## src/rtl/sram_burst_pkg.sv

```systemverilog
package sram_burst_pkg;

  localparam int OFS_W = 2;

  // Low address bits of a beat inside a four-word group.
  function automatic logic [OFS_W-1:0] burst_offset(
    input logic [OFS_W-1:0] start_ofs,
    input logic [OFS_W-1:0] beat,
    input logic             ilv
  );
    logic [OFS_W-1:0] r;
    if (ilv) r = start_ofs ^ beat;
    else     r = start_ofs + beat;
    return r;
  endfunction

endpackage

```

## src/rtl/sram_wake_gate.sv

```systemverilog
module sram_wake_gate #(
  parameter int WAKE_CYC = 2
) (
  input  logic clk,
  input  logic rst_n,
  input  logic sleep,
  input  logic strobe_seen,
  output logic frozen,
  output logic wake_err
);
  localparam int CW = $clog2(WAKE_CYC + 1);

  logic [CW-1:0] wake_cnt;
  logic          in_window;

  assign in_window = (wake_cnt != '0);
  assign frozen    = sleep || in_window;

  always_ff @(posedge clk or negedge rst_n) begin
    if (!rst_n) begin
      wake_cnt <= '0;
      wake_err <= 1'b0;
    end else begin
      wake_err <= !sleep && in_window && strobe_seen;
      if (sleep)          wake_cnt <= CW'(WAKE_CYC);
      else if (in_window) wake_cnt <= wake_cnt - 1'b1;
    end
  end

  // the window is full length on the first edge after sleep falls
  p_wake_len_r12: assert property (@(posedge clk) disable iff (!rst_n)
    $fell(sleep) |-> (wake_cnt == CW'(WAKE_CYC)));

  // an error flag always has a strobe in the window one edge before
  p_err_cause_r13: assert property (@(posedge clk) disable iff (!rst_n)
    wake_err |-> $past(strobe_seen && !sleep));

endmodule

```

## src/rtl/sram_burst_ctl.sv

```systemverilog
module sram_burst_ctl
  import sram_burst_pkg::*;
#(
  parameter int ADDR_W = 6,
  parameter int LANES  = 4
) (
  input  logic              clk,
  input  logic              rst_n,
  input  logic              frozen,
  input  logic [ADDR_W-1:0] addr,
  input  logic              strb_proc_n,
  input  logic              strb_ctl_n,
  input  logic              adv_n,
  input  logic              sel_a_n,
  input  logic              sel_b,
  input  logic              sel_c_n,
  input  logic              seq_ilv,
  input  logic [LANES-1:0]  wr_mask,
  output logic [ADDR_W-1:0] acc_addr,
  output logic [LANES-1:0]  acc_wr,
  output logic              acc_rd,
  output logic              burst_act
);
  logic              burst_act_q;
  logic [ADDR_W-1:0] base_q;
  logic [OFS_W-1:0]  step_q;
  logic [OFS_W-1:0]  step_nxt;
  logic              proc_take;
  logic              ctl_take;
  logic              load;
  logic              chips_ok;
  logic              start;
  logic              cont;
  logic              may_write;

  always_comb begin
    proc_take = !strb_proc_n && !sel_a_n;
    ctl_take  = !strb_ctl_n && !proc_take;
    chips_ok  = !sel_a_n && sel_b && !sel_c_n;
    load      = !frozen && (proc_take || ctl_take);
    start     = load && chips_ok;
    cont      = !frozen && !load && burst_act_q;
    step_nxt  = adv_n ? step_q : step_q + 1'b1;
    if (start)
      acc_addr = addr;
    else
      acc_addr = {base_q[ADDR_W-1:OFS_W],
                  burst_offset(base_q[OFS_W-1:0], step_nxt, seq_ilv)};
    may_write = (start && ctl_take) || cont;
    acc_wr    = may_write ? wr_mask : '0;
    acc_rd    = (start || cont) && (acc_wr == '0);
  end

  always_ff @(posedge clk or negedge rst_n) begin
    if (!rst_n) begin
      burst_act_q <= 1'b0;
      base_q      <= '0;
      step_q      <= '0;
    end else if (load) begin
      burst_act_q <= chips_ok;
      if (chips_ok) begin
        base_q <= addr;
        step_q <= '0;
      end
    end else if (cont) begin
      step_q <= step_nxt;
    end
  end

  assign burst_act = burst_act_q;

  // a processor strobe blocked by the primary select loads nothing
  p_blocked_proc_r3: assert property (@(posedge clk) disable iff (!rst_n)
    (!frozen && !strb_proc_n && sel_a_n && strb_ctl_n) |=> $stable(base_q));

  // an accepted strobe with a select inactive closes the burst
  p_deselect_r4: assert property (@(posedge clk) disable iff (!rst_n)
    (load && !chips_ok) |=> !burst_act_q);

  // suspend keeps the beat
  p_suspend_r10: assert property (@(posedge clk) disable iff (!rst_n)
    (cont && adv_n) |=> $stable(step_q));

  // advance moves exactly one beat
  p_advance_r9: assert property (@(posedge clk) disable iff (!rst_n)
    (cont && !adv_n) |=> (step_q == $past(step_q) + 2'd1));

endmodule

```

## src/rtl/sram_lane_bank.sv

```systemverilog
module sram_lane_bank #(
  parameter int ADDR_W = 6,
  parameter int LANE_W = 9,
  parameter int LANES  = 4
) (
  input  logic                     clk,
  input  logic                     rst_n,
  input  logic [ADDR_W-1:0]        acc_addr,
  input  logic [LANES-1:0]         acc_wr,
  input  logic                     acc_rd,
  input  logic [LANES*LANE_W-1:0]  wdata,
  output logic [LANES*LANE_W-1:0]  q_word
);
  localparam int DEPTH = 1 << ADDR_W;

  for (genvar g = 0; g < LANES; g++) begin : g_lane
    logic [LANE_W-1:0] cells [DEPTH];
    logic [LANE_W-1:0] q_lane;

    always_ff @(posedge clk) begin
      if (acc_wr[g]) cells[acc_addr] <= wdata[g*LANE_W +: LANE_W];
    end

    always_ff @(posedge clk or negedge rst_n) begin
      if (!rst_n)      q_lane <= '0;
      else if (acc_rd) q_lane <= cells[acc_addr];
    end

    assign q_word[g*LANE_W +: LANE_W] = q_lane;
  end

  // one edge is a read or a write, never both
  p_rd_wr_excl_r8: assert property (@(posedge clk) disable iff (!rst_n)
    !(acc_rd && (acc_wr != '0)));

endmodule

```

## src/rtl/burst_sram_core.sv

```systemverilog
module burst_sram_core #(
  parameter int ADDR_W   = 6,
  parameter int LANE_W   = 9,
  parameter int LANES    = 4,
  parameter int WAKE_CYC = 2
) (
  input  logic                    clk,
  input  logic                    rst_n,
  input  logic [ADDR_W-1:0]       addr,
  input  logic                    strb_proc_n,
  input  logic                    strb_ctl_n,
  input  logic                    adv_n,
  input  logic                    sel_a_n,
  input  logic                    sel_b,
  input  logic                    sel_c_n,
  input  logic                    gwr_n,
  input  logic                    bwr_n,
  input  logic [LANES-1:0]        lane_wr_n,
  input  logic                    seq_ilv,
  input  logic                    sleep,
  input  logic                    oe_n,
  input  logic [LANES*LANE_W-1:0] wdata,
  output logic [LANES*LANE_W-1:0] rdata,
  output logic                    dq_oe,
  output logic                    wake_err
);
  localparam int WORD_W = LANES * LANE_W;

  // Lanes to write this edge: global write wins, else the lane enables.
  function automatic logic [LANES-1:0] lane_mask(
    input logic gw_n, input logic bw_n, input logic [LANES-1:0] lw_n);
    logic [LANES-1:0] m;
    if (!gw_n)      m = '1;
    else if (!bw_n) m = ~lw_n;
    else            m = '0;
    return m;
  endfunction

  logic              frozen;
  logic              strobe_seen;
  logic [ADDR_W-1:0] acc_addr;
  logic [LANES-1:0]  acc_wr;
  logic              acc_rd;
  logic              burst_act;
  logic [WORD_W-1:0] q_word;
  logic              q_valid;

  assign strobe_seen = !strb_proc_n || !strb_ctl_n;

  sram_wake_gate #(.WAKE_CYC(WAKE_CYC)) u_wake (
    .clk        (clk),
    .rst_n      (rst_n),
    .sleep      (sleep),
    .strobe_seen(strobe_seen),
    .frozen     (frozen),
    .wake_err   (wake_err)
  );

  sram_burst_ctl #(.ADDR_W(ADDR_W), .LANES(LANES)) u_ctl (
    .clk        (clk),
    .rst_n      (rst_n),
    .frozen     (frozen),
    .addr       (addr),
    .strb_proc_n(strb_proc_n),
    .strb_ctl_n (strb_ctl_n),
    .adv_n      (adv_n),
    .sel_a_n    (sel_a_n),
    .sel_b      (sel_b),
    .sel_c_n    (sel_c_n),
    .seq_ilv    (seq_ilv),
    .wr_mask    (lane_mask(gwr_n, bwr_n, lane_wr_n)),
    .acc_addr   (acc_addr),
    .acc_wr     (acc_wr),
    .acc_rd     (acc_rd),
    .burst_act  (burst_act)
  );

  sram_lane_bank #(.ADDR_W(ADDR_W), .LANE_W(LANE_W), .LANES(LANES)) u_bank (
    .clk     (clk),
    .rst_n   (rst_n),
    .acc_addr(acc_addr),
    .acc_wr  (acc_wr),
    .acc_rd  (acc_rd),
    .wdata   (wdata),
    .q_word  (q_word)
  );

  always_ff @(posedge clk or negedge rst_n) begin
    if (!rst_n)       q_valid <= 1'b0;
    else if (!frozen) q_valid <= acc_rd;
  end

  assign dq_oe = q_valid && !oe_n && !frozen;
  assign rdata = dq_oe ? q_word : '0;

  // nothing is written while asleep or waking
  p_frozen_nowrite_r12: assert property (@(posedge clk) disable iff (!rst_n)
    frozen |-> (acc_wr == '0));

  // the cycle after a write edge drives no data
  p_write_quiet_r5: assert property (@(posedge clk) disable iff (!rst_n)
    (acc_wr != '0) |=> !dq_oe);

  // with no burst open and nothing read, the output stays undriven
  p_idle_quiet_r4: assert property (@(posedge clk) disable iff (!rst_n)
    (!burst_act && !acc_rd && !frozen) |=> !dq_oe);

endmodule

```

## config.mk

```make
export PLATFORM = sky130hd
export DESIGN_NAME = burst_sram_core
export DESIGN_NICKNAME = d
export VERILOG_FILES = /design/src/rtl/sram_burst_pkg.sv /design/src/rtl/sram_wake_gate.sv /design/src/rtl/sram_burst_ctl.sv /design/src/rtl/sram_lane_bank.sv /design/src/rtl/burst_sram_core.sv
export SDC_FILE = /design/constraint.sdc
export NUM_CORES = 2
export LEC_CHECK = 0
export ABC_AREA = 1
export BUFFER_PORTS_ARGS = -buffer_cell sky130_fd_sc_hd__buf_2
export CAP_MARGIN = 20
export CELL_PAD_IN_SITES_DETAIL_PLACEMENT = 1
export CELL_PAD_IN_SITES_GLOBAL_PLACEMENT = 2
export CORE_UTILIZATION = 40
export DETAILED_ROUTE_END_ITERATION = 12
export PLACE_DENSITY_LB_ADDON = 0.3
export RECOVER_POWER = 25
export SLEW_MARGIN = 20
export SYNTH_ARGS = -nofsm -noshare
export SYNTH_HDL_FRONTEND = slang
export SYNTH_SLANG_ARGS = --single-unit
```

## constraint.sdc

```tcl
create_clock -name clk -period 4 [get_ports clk]
set_input_delay 0.4 -clock clk [delete_from_list [all_inputs] [get_ports clk]]
set_output_delay 0.4 -clock clk [all_outputs]
set_load 0.01 [all_outputs]
```

==> out/qor.log <==
INFO  status         status=complete, but fails checks
INFO  status         failed_checks=max-capacitance violations, max-slew violations, negative setup slack
INFO  floorplanning  die_span_x=503µm
INFO  timing         worst_pin_slew=3.74ns
INFO  yosys          synth-seq-area-share=70.2%
INFO  floorplanning  chipHeight=503µm
INFO  detailed_routing route.antenna.remaining_nets=0
INFO  yosys          async_flop_share=2.08%
INFO  yosys          post_synthesis_instance_area=100000µm²
INFO  worst_setup_path count_of_buffer_and_inverter_cells_on_the_critical_path=5
INFO  yosys          synth.mux.area_fraction=0%
INFO  power_and_ir_drop combinationalPowerShare=42.1%
INFO  final_layout   stdcell_count=13800
INFO  floorplanning  core_area=249000µm²
INFO  global_route   grt_remaining_overflow=0
INFO  power_and_ir_drop static-leakage-power=48.2nW
INFO  power_and_ir_drop finalPower=89.9mW
INFO  yosys          yosys.cell_types.count=38
INFO  yosys          synthFlopType=sky130_fd_sc_hd__edfxtp_1
INFO  final_layout   finalInstanceArea=117000µm²
INFO  detailed_routing dr_total_vias=73200
INFO  yosys          dominant_combinational_cell_family_by_area_after_synthesis=simple AND/OR/NAND/NOR gates
INFO  power_and_ir_drop ir_drop=0.850mV
INFO  yosys          synth_edf_count=2304
INFO  final_layout   layout_commonest_cell=sky130_fd_sc_hd__nand2_1
INFO  worst_setup_path reg2reg_from=u_wake.wake_cnt[1]$_DFFE_PN0P_
INFO  worst_setup_path cp.depth=12
INFO  final_layout   final_net_count=10400
INFO  final_layout   ff_latch_area=70400µm²
INFO  yosys          postSynthNetCount=9958
INFO  clock_tree     cts_root_buffer=sky130_fd_sc_hd__clkbuf_16
INFO  worst_setup_path setup_crit_start=u_wake.wake_cnt[1]$_DFFE_PN0P_
INFO  clock_tree     clk_latency=0.93ns
INFO  clock_tree     worst_setup_hold_path_clk_slew=0.07ns
INFO  timing         final_min_period_over_clock_period=100%
INFO  yosys          syn_inst=9897
INFO  placement      portBuffers=96
INFO  yosys          ys.warnings.count=0
INFO  worst_hold_path hp-start=addr[5]
INFO  global_route   grt_pass1_vias=75600
INFO  worst_setup_path critical_path.startpoint_type=register
INFO  worst_setup_path worst-path-max-fanout=11
INFO  clock_tree     cts_tree=done
INFO  clock_tree     cts_made_buffers=281
INFO  yosys          ys_ff_latch=2353
INFO  final_layout   final_core_utilization=46.9%
INFO  final_layout   fillers=27300
INFO  worst_setup_path required=4.60ns
INFO  yosys          synth_xor_xnor_area_share=0%
INFO  worst_hold_path worstHoldPathCells=3
INFO  final_layout   drive_above_1_share=10.0%
INFO  worst_setup_path crit_chain=inv_1 -> ha_1 -> inv_1 -> nor2_2 -> nand3_4 -> buf_12 -> o21ai_4 -> inv_2 -> nor3_4 -> nand2_1 -> nor2_1 -> buf_4
INFO  global_route   grt_antenna_before_repair=21
INFO  global_route   grt_start_max_net_pins=140
INFO  placement      detailedPlacementHpwl=223mm
INFO  timing         timing.final.crit_period=4.02ns
INFO  timing         slew_viol_final=1241
INFO  placement      placed_cell_area=108000µm²
INFO  power_and_ir_drop p_sw=37.7mW
INFO  timing         finalSetupViolCount=18
INFO  yosys          post_synth_fa_ha_maj_area_fraction=0.0249%
INFO  worst_setup_path criticalPathCategory=reg2reg
INFO  power_and_ir_drop power_density_cells=769nW/µm²
INFO  power_and_ir_drop p_seq_share=30.5%
INFO  worst_hold_path hold_path.class=in2reg
INFO  power_and_ir_drop portion_of_total_power_attributed_to_the_clock_network=27.4%
INFO  detailed_routing drt-pass1-iter-count=5
INFO  detailed_routing detail_route.wirelength=353mm
INFO  worst_setup_path worstRegToRegCells=12
INFO  worst_setup_path most_used_cell_cp=sky130_fd_sc_hd__inv_1
INFO  yosys          post_synthesis_compound_gate_area_fraction=0.446%
INFO  floorplanning  die_area=253000µm²
INFO  yosys          yosys.area_share.simple=26.5%
INFO  placement      dp.cells=13300
INFO  timing         finalWorstSetupSlack=-0.0194ns
INFO  floorplanning  num_rows=183
INFO  final_layout   area_of_the_multi_input_gates=27200µm²
INFO  worst_setup_path critical-path-max-stage-delay=0.65ns
INFO  floorplanning  io_pins=97
INFO  detailed_routing post_drt_wl_per_cell=25.5µm
INFO  worst_setup_path cpLargestDelayFamily=simple AND/OR/NAND/NOR gates
INFO  worst_setup_path critical-path-slowest-cell=sky130_fd_sc_hd__nand2_1
INFO  global_route   grt_pass1_wl=512mm
INFO  clock_tree     clockBufferDepth=4
INFO  floorplanning  start_util=40.3%
INFO  placement      dp_slack=-0.250ns
INFO  timing         rsz0062_at_grt=true
INFO  final_layout   synthToLayoutAreaGrowth=16.5%
INFO  worst_setup_path crit_arrival=4.62ns
INFO  clock_tree     cts_num_sinks=2353
INFO  timing         finalHoldViolations=0
INFO  worst_setup_path reg2reg_slack=-0.02ns
INFO  clock_tree     htree_num_levels=5
INFO  timing         fin_skew=0.0590ns
INFO  worst_setup_path worstSetupEndpointType=register
INFO  power_and_ir_drop cell_internal_pwr=52.2mW
INFO  detailed_routing drt_iter0_drc=6448
INFO  detailed_routing route.detailed.drc=0
INFO  global_route   total_routing_usage_gr=27.8%
INFO  flow_run       max_cap_viol_count=32
INFO  yosys          syn_area_per_cell=10.1µm²
INFO  detailed_routing viasPerCell=5.29
INFO  final_layout   layout_common_cells=sky130_fd_sc_hd__nand2_1, sky130_fd_sc_hd__edfxtp_1, sky130_fd_sc_hd__nand3_1
INFO  timing         max-slew-margin-rel=-150%
INFO  placement      place.gp.congestion=0.855
INFO  timing         achievable-frequency=0.249GHz
INFO  power_and_ir_drop switching_share=42.0%
## synth_stat cells, types with 5 or more instances
master                     instances  area, µm²
sky130_fd_sc_hd__nand2_1        5711      21400
sky130_fd_sc_hd__edfxtp_1       2304      69200
sky130_fd_sc_hd__nand3_1         639       3200
sky130_fd_sc_hd__nor2_1          382       1430
sky130_fd_sc_hd__buf_2           279       1400
sky130_fd_sc_hd__clkbuf_1        236        886
sky130_fd_sc_hd__inv_1            92        345
sky130_fd_sc_hd__dfrtp_1          49       1230
sky130_fd_sc_hd__o21ai_0          43        215
sky130_fd_sc_hd__buf_1            34        128
sky130_fd_sc_hd__o21ai_1          22        110
sky130_fd_sc_hd__and2_0           14       87.6
sky130_fd_sc_hd__and2_1           14       87.6
sky130_fd_sc_hd__nand4_1          12       75.1
sky130_fd_sc_hd__a21oi_1           8       40.0
sky130_fd_sc_hd__nor3_2            8       80.1
sky130_fd_sc_hd__buf_4             7       52.6
sky130_fd_sc_hd__nor2_4            7       78.8
sky130_fd_sc_hd__inv_2             5       18.8
sky130_fd_sc_hd__nor2_2            5       31.3
## worst min-delay path: cells and delay by family
kind	cells	cell delay, ns
AO/OA/AOI/OAI	1	0.13
buffers and inverters	2	0.37
## per-stage QoR
stage / hold WS [ns] / TNS, ns
5_1_grt: 0.0397 / -1.11
3_3_place_gp: 0.471 / -159.11
4_1_cts: 0.00651 / -1.15
3_5_place_dp: 0.469 / -3.70
2_1_floorplan: 0.104 / 0
6_report: 0.0508 / -0.312
## layout make-up
type / instances / area share (%)
diodes: 11 / 0.0235
clock inverters: 118 / 0.878
inverters: 98 / 0.321
clock buffers: 358 / 6.58
repair buffers: 683 / 5.13
multi-input cells: 6886 / 23.3
well taps: 3330 / 3.56
flip-flops and latches: 2353 / 60.2
## registers in the layout (all words and copies together) (netlist names)
signal,flops
q_valid,1
u_bank.g_lane.cells,2304
u_bank.g_lane.q_lane,36
u_ctl.base_q,6
u_ctl.burst_act,1
u_ctl.step_q,2
u_wake.wake_cnt,2
u_wake.wake_err,1
## power groups by stage
stage          Clock [mW]  Combinational [mW]  Sequential [mW]
6_report             24.7                37.9             27.4
3_3_place_gp            0                37.1             27.9
4_1_cts              25.0                38.2             27.4
3_5_place_dp            0                37.8             27.9
2_1_floorplan           0                23.1             27.9
5_1_grt              25.8                41.9             27.4
## repair_timing
item / 4_1_cts / 5_1_grt
resized for setup: 5 / 2
pin swaps: 2 / 2
buffers inserted: 1 / 17
setup endpoints to repair: 117 / 538
hold buffers: 14 / 0
hold endpoints to repair: 77 / 0
## path summary, 6_finish.rpt
path | endpoint
max | u_bank.g_lane[1].cells[25][1]$_DFFE_PP_
min | u_ctl.base_q[5]$_DFFE_PN0N_
max reg2reg | u_bank.g_lane[1].cells[25][1]$_DFFE_PP_
min reg2reg | u_ctl.base_q[0]$_DFFE_PN0N_
max in group asynchronous | u_ctl.base_q[2]$_DFFE_PN0N_
min in group asynchronous | u_wake.wake_err$_DFF_PN0_
## metal layers
layer | routed length [µm] | track usage, % | vias up
met5 | 29 | 0 | -
met2 | 166000 | 45.4 | 2095
met4 | 18000 | 12.9 | 4
met3 | 20100 | 4.06 | 601
met1 | 149000 | 36.7 | 37200
li1 | - | - | 33300
## cells by family after synthesis
group | after synthesis
AND/OR/NAND/NOR | 6803
flip-flops | 2353
buffers and inverters | 658
AO/OA/AOI/OAI | 81
adder cells (fa/ha/maj) | 2
(Power assumes the default switching activity.)
